### src/rtl/mdio_pkg.sv
`timescale 1ns/1ps
package mdio_pkg;
  localparam int FRAME_W    = 32;
  localparam int DATA_W     = 16;
  localparam int RD_OP_BIT  = 29;  // opcode msb: 1 on every read opcode
  localparam int TA_IDX     = 14;  // frame bit index of first turnaround bit
  localparam int DATA_IDX   = 16;  // frame bit index of first data bit
  localparam int REG_CTRL   = 0;
  localparam int REG_DATA   = 1;
  localparam int REG_EVT    = 2;
  localparam int EVT_BIT    = 0;
  localparam int BUSY_BIT   = 1;
endpackage

### src/rtl/mdio_clkgen.sv
`timescale 1ns/1ps
module mdio_clkgen #(
  parameter int DIV_W  = 8,
  parameter int HOLD_W = 3
) (
  input  logic              clk_i,
  input  logic              rst_ni,
  input  logic              run_i,
  input  logic [DIV_W-1:0]  div_i,
  input  logic [HOLD_W-1:0] hold_i,
  output logic              mdc_o,
  output logic              rise_o,
  output logic              fall_o,
  output logic              upd_o
);
  localparam int CNT_W = DIV_W + 1;

  logic [DIV_W-1:0] div_eff, hold_ext, hold_lim, hold_eff;
  logic [CNT_W-1:0] half, last, cnt_q;
  logic             mdc_q;

  always_comb begin
    div_eff  = (div_i < DIV_W'(2)) ? DIV_W'(2) : div_i;
    hold_ext = DIV_W'(hold_i);
    hold_lim = div_eff - DIV_W'(2);
    hold_eff = (hold_ext > hold_lim) ? hold_lim : hold_ext;
    half     = {1'b0, div_eff};
    last     = (half << 1) - CNT_W'(1);
  end

  assign rise_o = run_i && (cnt_q == half - CNT_W'(1));
  assign fall_o = run_i && (cnt_q == last);
  assign upd_o  = run_i && (cnt_q == {1'b0, hold_eff});
  assign mdc_o  = mdc_q;

  always_ff @(posedge clk_i or negedge rst_ni) begin
    if (!rst_ni) begin
      cnt_q <= '0;
      mdc_q <= 1'b0;
    end else if (!run_i) begin
      cnt_q <= '0;
      mdc_q <= 1'b0;
    end else begin
      cnt_q <= fall_o ? '0 : cnt_q + CNT_W'(1);
      if (rise_o)      mdc_q <= 1'b1;
      else if (fall_o) mdc_q <= 1'b0;
    end
  end
endmodule

### src/rtl/mdio_shifter.sv
`timescale 1ns/1ps
module mdio_shifter
  import mdio_pkg::*;
#(
  parameter int PRE_LEN = 32
) (
  input  logic               clk_i,
  input  logic               rst_ni,
  input  logic               start_i,
  input  logic [FRAME_W-1:0] frame_i,
  input  logic               rise_i,
  input  logic               fall_i,
  input  logic               upd_i,
  input  logic               mdio_i,
  output logic               busy_o,
  output logic               done_o,
  output logic               rd_o,
  output logic [DATA_W-1:0]  rd_data_o,
  output logic               mdio_o,
  output logic               mdio_oe_o
);
  localparam int BITS  = PRE_LEN + FRAME_W;
  localparam int IDX_W = $clog2(BITS);

  logic               busy_q, rd_q, out_q, oe_q;
  logic [IDX_W-1:0]   idx_q, fidx;
  logic [FRAME_W-1:0] sr_q;
  logic [DATA_W-1:0]  rsr_q;
  logic               in_frame, last_bit;

  assign in_frame = idx_q >= IDX_W'(PRE_LEN);
  assign fidx     = idx_q - IDX_W'(PRE_LEN);
  assign last_bit = idx_q == IDX_W'(BITS - 1);

  assign busy_o    = busy_q;
  assign done_o    = busy_q && fall_i && last_bit;
  assign rd_o      = rd_q;
  assign rd_data_o = rsr_q;
  assign mdio_o    = out_q;
  assign mdio_oe_o = oe_q;

  always_ff @(posedge clk_i or negedge rst_ni) begin
    if (!rst_ni) begin
      busy_q <= 1'b0;
      rd_q   <= 1'b0;
      idx_q  <= '0;
      sr_q   <= '0;
      rsr_q  <= '0;
      out_q  <= 1'b1;
      oe_q   <= 1'b0;
    end else if (start_i && !busy_q) begin
      busy_q <= 1'b1;
      idx_q  <= '0;
      sr_q   <= frame_i;
      rd_q   <= frame_i[RD_OP_BIT];
    end else if (busy_q) begin
      if (upd_i) begin
        if (!in_frame) begin
          out_q <= 1'b1;
          oe_q  <= 1'b1;
        end else begin
          out_q <= sr_q[FRAME_W-1];
          sr_q  <= sr_q << 1;
          oe_q  <= !(rd_q && (fidx >= IDX_W'(TA_IDX)));
        end
      end
      if (rise_i && rd_q && in_frame && (fidx >= IDX_W'(DATA_IDX)))
        rsr_q <= {rsr_q[DATA_W-2:0], mdio_i};
      if (fall_i) begin
        if (last_bit) begin
          busy_q <= 1'b0;
          oe_q   <= 1'b0;
          out_q  <= 1'b1;
        end else begin
          idx_q <= idx_q + IDX_W'(1);
        end
      end
    end
  end
endmodule

### src/rtl/mdio_regs.sv
`timescale 1ns/1ps
module mdio_regs
  import mdio_pkg::*;
#(
  parameter int DIV_W    = 8,
  parameter int HOLD_W   = 3,
  parameter int DEF_DIV  = 63,
  parameter int DEF_HOLD = 5,
  parameter int ADDR_W   = 2
) (
  input  logic               clk_i,
  input  logic               rst_ni,
  input  logic               req_i,
  input  logic               we_i,
  input  logic [ADDR_W-1:0]  addr_i,
  input  logic [FRAME_W-1:0] wdata_i,
  output logic [FRAME_W-1:0] rdata_o,
  input  logic               busy_i,
  input  logic               done_i,
  input  logic               rd_i,
  input  logic [DATA_W-1:0]  rd_data_i,
  output logic               start_o,
  output logic [FRAME_W-1:0] frame_o,
  output logic [FRAME_W-1:0] frame_q_o,
  output logic               evt_o,
  output logic [DIV_W-1:0]   div_o,
  output logic [HOLD_W-1:0]  hold_o
);
  logic [DIV_W-1:0]   div_q;
  logic [HOLD_W-1:0]  hold_q;
  logic [FRAME_W-1:0] frame_q;
  logic               evt_q, wr, sel_ctrl, sel_data, sel_evt;

  assign wr       = req_i && we_i;
  assign sel_ctrl = addr_i == ADDR_W'(REG_CTRL);
  assign sel_data = addr_i == ADDR_W'(REG_DATA);
  assign sel_evt  = addr_i == ADDR_W'(REG_EVT);
  assign start_o  = wr && sel_data && !busy_i;
  assign frame_o  = wdata_i;
  assign frame_q_o = frame_q;
  assign evt_o    = evt_q;
  assign div_o    = div_q;
  assign hold_o   = hold_q;

  always_ff @(posedge clk_i or negedge rst_ni) begin
    if (!rst_ni) begin
      div_q   <= DIV_W'(DEF_DIV);
      hold_q  <= HOLD_W'(DEF_HOLD);
      frame_q <= '0;
      evt_q   <= 1'b0;
    end else begin
      if (wr && sel_ctrl) begin
        div_q  <= wdata_i[DIV_W-1:0];
        hold_q <= wdata_i[DIV_W +: HOLD_W];
      end
      if (start_o) frame_q <= wdata_i;
      else if (done_i && rd_i) frame_q[DATA_W-1:0] <= rd_data_i;
      if (done_i) evt_q <= 1'b1;  // set wins over clear
      else if (wr && sel_evt && wdata_i[EVT_BIT]) evt_q <= 1'b0;
    end
  end

  always_comb begin
    rdata_o = '0;
    if (sel_ctrl) begin
      rdata_o[DIV_W-1:0]      = div_q;
      rdata_o[DIV_W +: HOLD_W] = hold_q;
    end else if (sel_data) begin
      rdata_o = frame_q;
    end else if (sel_evt) begin
      rdata_o[EVT_BIT]  = evt_q;
      rdata_o[BUSY_BIT] = busy_i;
    end
  end
endmodule

### src/rtl/mdio_master.sv
`timescale 1ns/1ps
module mdio_master
  import mdio_pkg::*;
#(
  parameter int DIV_W    = 8,
  parameter int HOLD_W   = 3,
  parameter int DEF_DIV  = 63,
  parameter int DEF_HOLD = 5,
  parameter int PRE_LEN  = 32,
  parameter int ADDR_W   = 2
) (
  input  logic              clk_i,
  input  logic              rst_ni,
  input  logic              req_i,
  input  logic              we_i,
  input  logic [ADDR_W-1:0] addr_i,
  input  logic [31:0]       wdata_i,
  output logic [31:0]       rdata_o,
  output logic              mdc_o,
  output logic              mdio_o,
  output logic              mdio_oe_o,
  input  logic              mdio_i
);
  logic               busy, done, rd, start, evt;
  logic               rise, fall, upd;
  logic [DATA_W-1:0]  rd_data;
  logic [FRAME_W-1:0] frame, frame_q;
  logic [DIV_W-1:0]   div;
  logic [HOLD_W-1:0]  hold;

  mdio_regs #(
    .DIV_W(DIV_W), .HOLD_W(HOLD_W), .DEF_DIV(DEF_DIV),
    .DEF_HOLD(DEF_HOLD), .ADDR_W(ADDR_W)
  ) u_regs (
    .clk_i(clk_i), .rst_ni(rst_ni), .req_i(req_i), .we_i(we_i),
    .addr_i(addr_i), .wdata_i(wdata_i), .rdata_o(rdata_o),
    .busy_i(busy), .done_i(done), .rd_i(rd), .rd_data_i(rd_data),
    .start_o(start), .frame_o(frame), .frame_q_o(frame_q), .evt_o(evt),
    .div_o(div), .hold_o(hold)
  );

  mdio_clkgen #(.DIV_W(DIV_W), .HOLD_W(HOLD_W)) u_clkgen (
    .clk_i(clk_i), .rst_ni(rst_ni), .run_i(busy), .div_i(div),
    .hold_i(hold), .mdc_o(mdc_o), .rise_o(rise), .fall_o(fall), .upd_o(upd)
  );

  mdio_shifter #(.PRE_LEN(PRE_LEN)) u_shifter (
    .clk_i(clk_i), .rst_ni(rst_ni), .start_i(start), .frame_i(frame),
    .rise_i(rise), .fall_i(fall), .upd_i(upd), .mdio_i(mdio_i),
    .busy_o(busy), .done_o(done), .rd_o(rd), .rd_data_o(rd_data),
    .mdio_o(mdio_o), .mdio_oe_o(mdio_oe_o)
  );
endmodule

### config.mk
export PLATFORM = sky130hd
export DESIGN_NAME = mdio_master
export DESIGN_NICKNAME = d
export VERILOG_FILES = /design/src/rtl/mdio_pkg.sv /design/src/rtl/mdio_clkgen.sv /design/src/rtl/mdio_shifter.sv /design/src/rtl/mdio_regs.sv /design/src/rtl/mdio_master.sv
export SDC_FILE = /design/constraint.sdc
export NUM_CORES = 1
export LEC_CHECK = 0
export ABC_AREA = 1
export BUFFER_PORTS_ARGS = -buffer_cell sky130_fd_sc_hd__buf_4
export CAP_MARGIN = 20
export CORE_MARGIN = 4
export CORE_UTILIZATION = 51
export CTS_CLUSTER_SIZE = 10
export DETAILED_ROUTE_END_ITERATION = 8
export GPL_TIMING_DRIVEN = 1
export PLACE_DENSITY = 0.7
export SLEW_MARGIN = 20
export SYNTH_ARGS = -nofsm -noshare
export SYNTH_HDL_FRONTEND = slang
export SYNTH_SLANG_ARGS = --single-unit
### constraint.sdc
create_clock -name clk_i -period 9.5 [get_ports clk_i]
set_clock_uncertainty 0.05 [all_clocks]
set_input_delay 0.475 -clock clk_i [delete_from_list [all_inputs] [get_ports clk_i]]
set_output_delay 0.475 -clock clk_i [all_outputs]
set_load 0.1 [all_outputs]
# ---- Word-level counts from Yosys, hierarchy flattened
# Cells that the tools add are included.
dict set report totals {
  inputBits 39
  out_inout_bits 35
  register_bits 112
  elab_cells 100
}
dict set report op_classes {
  n_lt_le_gt_ge 5
  n_eq_ne 8
  add_sub_neg 6
  n_bitwise 1
  n_mux 36
  reduce_logical 30
}
# cell n
set ops {}
lappend ops {{32-bit 2-to-1 mux} 4}
lappend ops {{16-bit 2-to-1 mux} 2}
lappend ops {{30-bit 2-to-1 mux} 1}
lappend ops {{6-bit 2-to-1 mux} 4}
lappend ops {{21-bit 2-to-1 mux} 1}
lappend ops {{9-bit == test} 2}
lappend ops {{9-bit 2-to-1 mux} 2}
lappend ops {{1-bit logical AND} 17}
lappend ops {{1-bit 2-to-1 mux} 17}
lappend ops {{8-bit 2-to-1 mux} 2}
lappend ops {{2-bit nonzero test} 6}
lappend ops {{11-bit 2-to-1 mux} 1}
lappend ops {{9-bit by 1-bit adder with 9-bit output (second input constant)} 1}
lappend ops {{9-bit by 8-bit == test with 1-bit output} 1}
lappend ops {{3-bit AND reduction} 3}
lappend ops {{8-bit by 1-bit subtractor with 9-bit output (second input constant)} 1}
lappend ops {{9-bit by 1-bit subtractor with 9-bit output (second input constant)} 1}
lappend ops {{3-bit by 8-bit greater-than comparator with 1-bit output} 1}
lappend ops {{8-bit by 2-bit less-than comparator with 1-bit output (second input constant)} 1}
lappend ops {{8-bit by 2-bit subtractor with 8-bit output (second input constant)} 1}
lappend ops {{6-bit by 1-bit adder with 6-bit output (second input constant)} 1}
lappend ops {{6-bit == test (second input constant)} 1}
lappend ops {{6-bit by 4-bit greater-or-equal comparator with 1-bit output (second input constant)} 1}
lappend ops {{6-bit by 5-bit greater-or-equal comparator with 1-bit output (second input constant)} 1}
lappend ops {{11 further kinds} 13}

# ---- Logic depth before layout (Yosys ltp)
dict set report depth {
  depth_word 10
  depth_mapped 23
  depth_no_buf 21
}

# ---- By module
# Synthesis repeated with hierarchy kept, for this count alone.
dict set report hier_totals {
  cells_unflattened 906
  hier_area_um2 6989.2
}
# module area_per_inst_um2 n_inst seq_area_each_um2 cells_per_inst
set modules_own_cells {}
lappend modules_own_cells {mdio_shifter 2911.5 1 1452.6 313}
lappend modules_own_cells {mdio_regs 2600.0 1 1111.1 350}
lappend modules_own_cells {mdio_clkgen 1477.7 1 250.2 243}

# ---- Worst setup path before layout
# No wires, ideal clock.
dict set report synth_path {
  path_kind {input to output}
  from {in addr_i[0]}
  to {out rdata_o[2]}
  stages 4
  required_ns 8.975
  t_arrival_ns 2.928
  slack_ns 6.047
  n_path_buf 1
  cell_sequence {nor2_1 inv_1 clkbuf_1 o21ai_0}
}
dict set report synth_between {
  elab_chain_cells 3
  elab_cells_between_ends 4
  classes_between {1 x eq/ne; 2 x mux; 1 x reduce/logical}
}
# item line
set synth_rtl {}
lappend synth_rtl {{from (decl)} mdio_master.sv:16} ;# input logic [ADDR_W-1:0] addr_i,
lappend synth_rtl {{2-bit by 1-bit == test with 1-bit output} mdio_regs.sv:36} ;# assign sel_data = addr_i == ADDR_W'(REG_DATA);
lappend synth_rtl {{30-bit 2-to-1 mux} mdio_regs.sv:68} ;# end else if (sel_data) begin
lappend synth_rtl {{11-bit 2-to-1 mux *} mdio_regs.sv:65} ;# if (sel_ctrl) begin
lappend synth_rtl {{to (decl)} mdio_master.sv:18} ;# output logic [31:0] rdata_o,
# Every way passes the cells marked *; elsewhere a longest branch is shown, timed or not.

# ---- Worst setup path in the final report
dict set report layout_path {
  from {reg u_regs.div_q[3] (netlist: u_regs.div_o[3])}
  to {reg u_shifter.sr_q[23]}
}
dict set report layout_between {
  elab_chain_cells 9
}
# item line
set layout_rtl {}
lappend layout_rtl {{from (decl)} mdio_regs.sv:29} ;# logic [DIV_W-1:0] div_q;
lappend layout_rtl {{from (signal assigned)} mdio_regs.sv:47} ;# div_q <= DIV_W'(DEF_DIV);
lappend layout_rtl {{from (signal assigned)} mdio_regs.sv:53} ;# div_q <= wdata_i[DIV_W-1:0];
lappend layout_rtl {{8-bit by 2-bit less-than comparator with 1-bit output} mdio_clkgen.sv:23} ;# div_eff = (div_i < DIV_W'(2)) ? DIV_W'(2) : div_i;
lappend layout_rtl {{8-bit 2-to-1 mux *} mdio_clkgen.sv:23}
lappend layout_rtl {{8-bit by 2-bit subtractor with 8-bit output *} mdio_clkgen.sv:25} ;# hold_lim = div_eff - DIV_W'(2);
lappend layout_rtl {{3-bit by 8-bit greater-than comparator with 1-bit output} mdio_clkgen.sv:26} ;# hold_eff = (hold_ext > hold_lim) ? hold_lim : hold_ext;
lappend layout_rtl {{8-bit 2-to-1 mux *} mdio_clkgen.sv:26}
lappend layout_rtl {{9-bit by 8-bit == test with 1-bit output *} mdio_clkgen.sv:33} ;# assign upd_o = run_i && (cnt_q == {1'b0, hold_eff});
lappend layout_rtl {{1-bit logical AND *} mdio_clkgen.sv:33}
lappend layout_rtl {{2-bit nonzero test (no source line) *} -}
lappend layout_rtl {{3-bit AND reduction (no source line) *} -}
lappend layout_rtl {{to (signal assigned)} mdio_shifter.sv:54} ;# sr_q <= frame_i;
lappend layout_rtl {{to (signal assigned)} mdio_shifter.sv:63} ;# sr_q <= sr_q << 1;
lappend layout_rtl {{to (decl)} mdio_shifter.sv:27} ;# logic [FRAME_W-1:0] sr_q;
# Marked as above.
# A chain may end at the register's enable or synchronous reset.

==> metrics.md <==
| Metric | Value |
|---|---|
| Commonest cells in the netlist | `nand2_1 (345), dfrtp_1 (102), nand3_1 (95)` |
| CTS tree | `yes` |
| Max Used Layer | `met4` |
| Avg Cell Area, Syn | `between 7 and 8 sq um` |
| Post-route DRC | `0` |
| Initial antenna violation count | `0` |
| RSZ-0062 raised after global routing | `no` |
| Antenna viol nets, final | `0` |
| Top_reg_cell synth | `dfrtp_1` |
| Cell mode on critical path | `nand2_1` |
| Hold Crit Class | `in -> async` |
| Layout cells sized above 1 | `0.155` |
| Final hold vios | `0` |
| Die height | `about 120 um` |
| Diode count | `0` |
| Peak supply drop | `between 0.00009 and 0.0001 V` |
| Vias in the first global route | `between 5,000 and 6,000` |
| Via/cell ratio | `~5.1` |
| Worst-Skew Late Latency | `roughly 0.36 ns` |
| Yosys reg bits | `~110` |
| Area grow syn2layout | `14.7%` |
| Data arrival, critical path | `approximately 4.3 ns` |
| Final #Nets | `slightly below 1,000` |
| Power density cells | `about 180 nW/um^2` |
| CP peak stage delay | `0.66 ns` |
| Startpoint Class | `flip-flop` |
| Final worst slack | `about 5.4 ns` |
| Met1 Wirelength | `7200 um` |
| Met3 wire length | `~900 um` |
| Main area contributors after synthesis | `dfrtp_1 (41%), nand2_1 (21%), nand3_1 (7.6%)` |
| CP Max Fanout | `33` |
| Core Box Area | `approximately 12,000 sq um` |
| # H-tree levels | `3` |
| Clk pin slew, worst setup/hold paths | `0.08 ns` |
| Minimum clock period after layout | `~4 ns` |
| WS Path Type | `reg -> reg` |
| Netlist cell types | `36` |
| Critical path's slowest cell | `dfstp_2` |
| Resize count post-CTS | `0` |
| Pre-CTS setup slack | `~5.4 ns` |
| Wire length on met2 | `about 7000 um` |
| Rel. slew slack | `0.391` |
| Final slew viol count | `0` |
| Family with the most delay on the worst path | `simple AND/OR/NAND/NOR gates` |
| Setup TNS | `0 ns` |
| Hold_buf cts | `0` |
| GRT Total Usage | `0.221` |
| Final Power | `around 0.0013 W` |
| Hpwl dp | `~11,000 um` |
| Measured slew at the worst slew-check pin | `between 0.9 and 1 ns` |
| DR pass1 iterations | `5` |
| Gate Count Post-Synth | `between 800 and 900` |
| Yosys top cell by area | `dfrtp_1` |
| Crit. End Element | `flip-flop` |
| Post-synth ARST share | `1.00` |
| Clock tree buffer depth | `2` |
| Sequential area share after synthesis | `0.443` |
| Synth Warn # | `0` |
| Req. time, crit path | `between 9 and 10 ns` |
| Count leader, synth | `nand2_1` |
| EDFF count, synth | `0` |
| Top Ports | `74` |
| Syn Std Cell Area | `between 6000 and 7000 sq um` |
| Worst Reg-to-Reg Cells | `19` |
| Crit-path cells | `nor2_4 -> nand2_1 -> nor2_2 -> nor2_1 -> ha_1 -> ha_1 -> nand2_1 -> nor2_1 -> nor2_1 -> nand2_1 -> nor2_4 -> nand4_1 -> nand3_1 -> nand2_1 -> nor2_2 -> nand3_4 -> nand2_2 -> nand2_1 -> nand2_1` |
| Cell depth of the worst setup path | `19` |
| Fin crit share | `0.429` |
| Site Rows | `40` |
| Die Width | `~120 um` |
| Setup Viol. Count Final | `0` |
| Outcome | `complete, no violations` |
| WP buf/inv | `0` |
| Max Cap Violations | `0` |
| Synth top area share | `0.406` |
| Die area | `~14,000 sq um` |
| IO Port Bufs | `between 70 and 80` |
| WL/cell | `14.1 um` |
| Vias | `around 5,600` |
| Initial core utilization | `0.522` |
| Syn Nets | `920` |
| Pleak | `approximately 4.0 nW` |
| Largest net degree at the start of global routing | `slightly above 90` |
| WL final | `~15,000 um` |
| Initial DRC Count | `approximately 460` |
| CTS Sinks | `between 100 and 150` |
| CTS root buf | `clkbuf_16` |
| Total clock buffers created by CTS | `9` |
| GR Overflow Total | `0` |
| Postcts setup bufs | `0` |
| Max Fclk | `roughly 250 MHz` |
| First-pass GRT wire length | `25,500 um` |
| GPL Wtd Cong | `0.924` |
worst register-to-register path: cells and delay by family, from the launching register on:
kind / cells / cell delay, ns
adder cells (fa/ha/maj): 2 / 0.63
AND/OR/NAND/NOR: 17 / 2.69
flip-flops: 1 / 0.66
cells by family (layout without fill, tap and decap cells):
kind of cell             after synthesis  count (layout)  share of synthesized area
buffers and inverters                114             171                     0.0770
AO/OA/AOI/OAI                         59              59                     0.0489
adder cells (fa/ha/maj)                9               9                     0.0179
flip-flops                           111             111                      0.443
XOR/XNOR                              14              14                     0.0217
AND/OR/NAND/NOR                      565             565                      0.391
registers in the layout, indices dropped and copies added (netlist names), 3 cells and up:
| register | flops |
|---|---|
| u_regs.frame_q_o | 32 |
| u_shifter.sr_q | 32 |
| u_regs.hold_o | 3 |
| u_shifter.idx_q | 6 |
| u_shifter.rd_data_o | 16 |
| u_clkgen.cnt_q | 9 |
| u_regs.div_o | 8 |
layout by cell type (no fill, tap or decap), drive strengths merged:
master  count
dfstp       9
o211ai      3
a21oi      17
nand3      97
clkbuf     10
o21a        1
clkinv      3
buf        79
inv        77
o21ai      37
or2         2
xnor2       1
ha          9
nor4        1
nor2       77
xor2       12
nand2     366
dfrtp     102
nand4      12
xnor3       1
a21o        1
nor3       10
bufinv      2
routing by layer:
| metal | global-route usage | vias up |
|---|---|---|
| li1 | - | 2834 |
| met1 | 0.321 | 2580 |
| met2 | 0.331 | 155 |
| met3 | 0.0423 | 23 |
| met4 | 0.0739 | 0 |
| met5 | 0 | - |
layout make-up:
cell class                      instances  area, sq um
Clock buffer                           10          229
Clock inverter                          6         82.6
Fill cell                            1129         4850
Inverter                               76          285
Multi-Input combinational cell        647         3020
Sequential cell                       111         2790
Tap cell                              168          210
Timing Repair Buffer                   79          593
final timing paths:
kind	from	endpoint	slack (ns)
worst max register to register	u_regs.div_o[3]$_DFFE_PN1P_	u_shifter.sr_q[23]$_DFFE_PN0P_	5.42
worst max-delay path	u_regs.div_o[3]$_DFFE_PN1P_	u_shifter.sr_q[23]$_DFFE_PN0P_	5.42
worst min-delay path	rst_ni	u_clkgen.cnt_q[4]$_DFF_PN0_	0.05
worst min register to register	u_clkgen.mdc_o$_DFFE_PN0P_	u_clkgen.mdc_o$_DFFE_PN0P_	0.43
min in group clk_i	wdata_i[16]	u_regs.frame_q_o[16]$_DFFE_PN0P_	0.29
max in group asynchronous	rst_ni	u_regs.frame_q_o[6]$_DFFE_PN0P_	8.04
through the flow:
step | instances | hold WS (ns) | instance area, sq um | utilization
6_report | 1097 | 0.0473 | 7210 | 0.598
5_1_grt | 1097 | 0.0921 | 7210 | 0.598
4_1_cts | 1097 | 0.0540 | 7210 | 0.598
3_5_place_dp | 1081 | 0.417 | 6900 | 0.572
3_3_place_gp | 1081 | 0.411 | 6900 | 0.572
2_1_floorplan | 872 | 0.129 | 6290 | -
power breakdown:
group | leakage (nW) | switching, W | internal, W
Sequential | 1.40 | 0.0000337 | 0.000506
Combinational | 2.46 | 0.000227 | 0.0000932
Clock | 0.154 | 0.000173 | 0.000231
No activity file was read; power rests on OpenSTA's default activity.
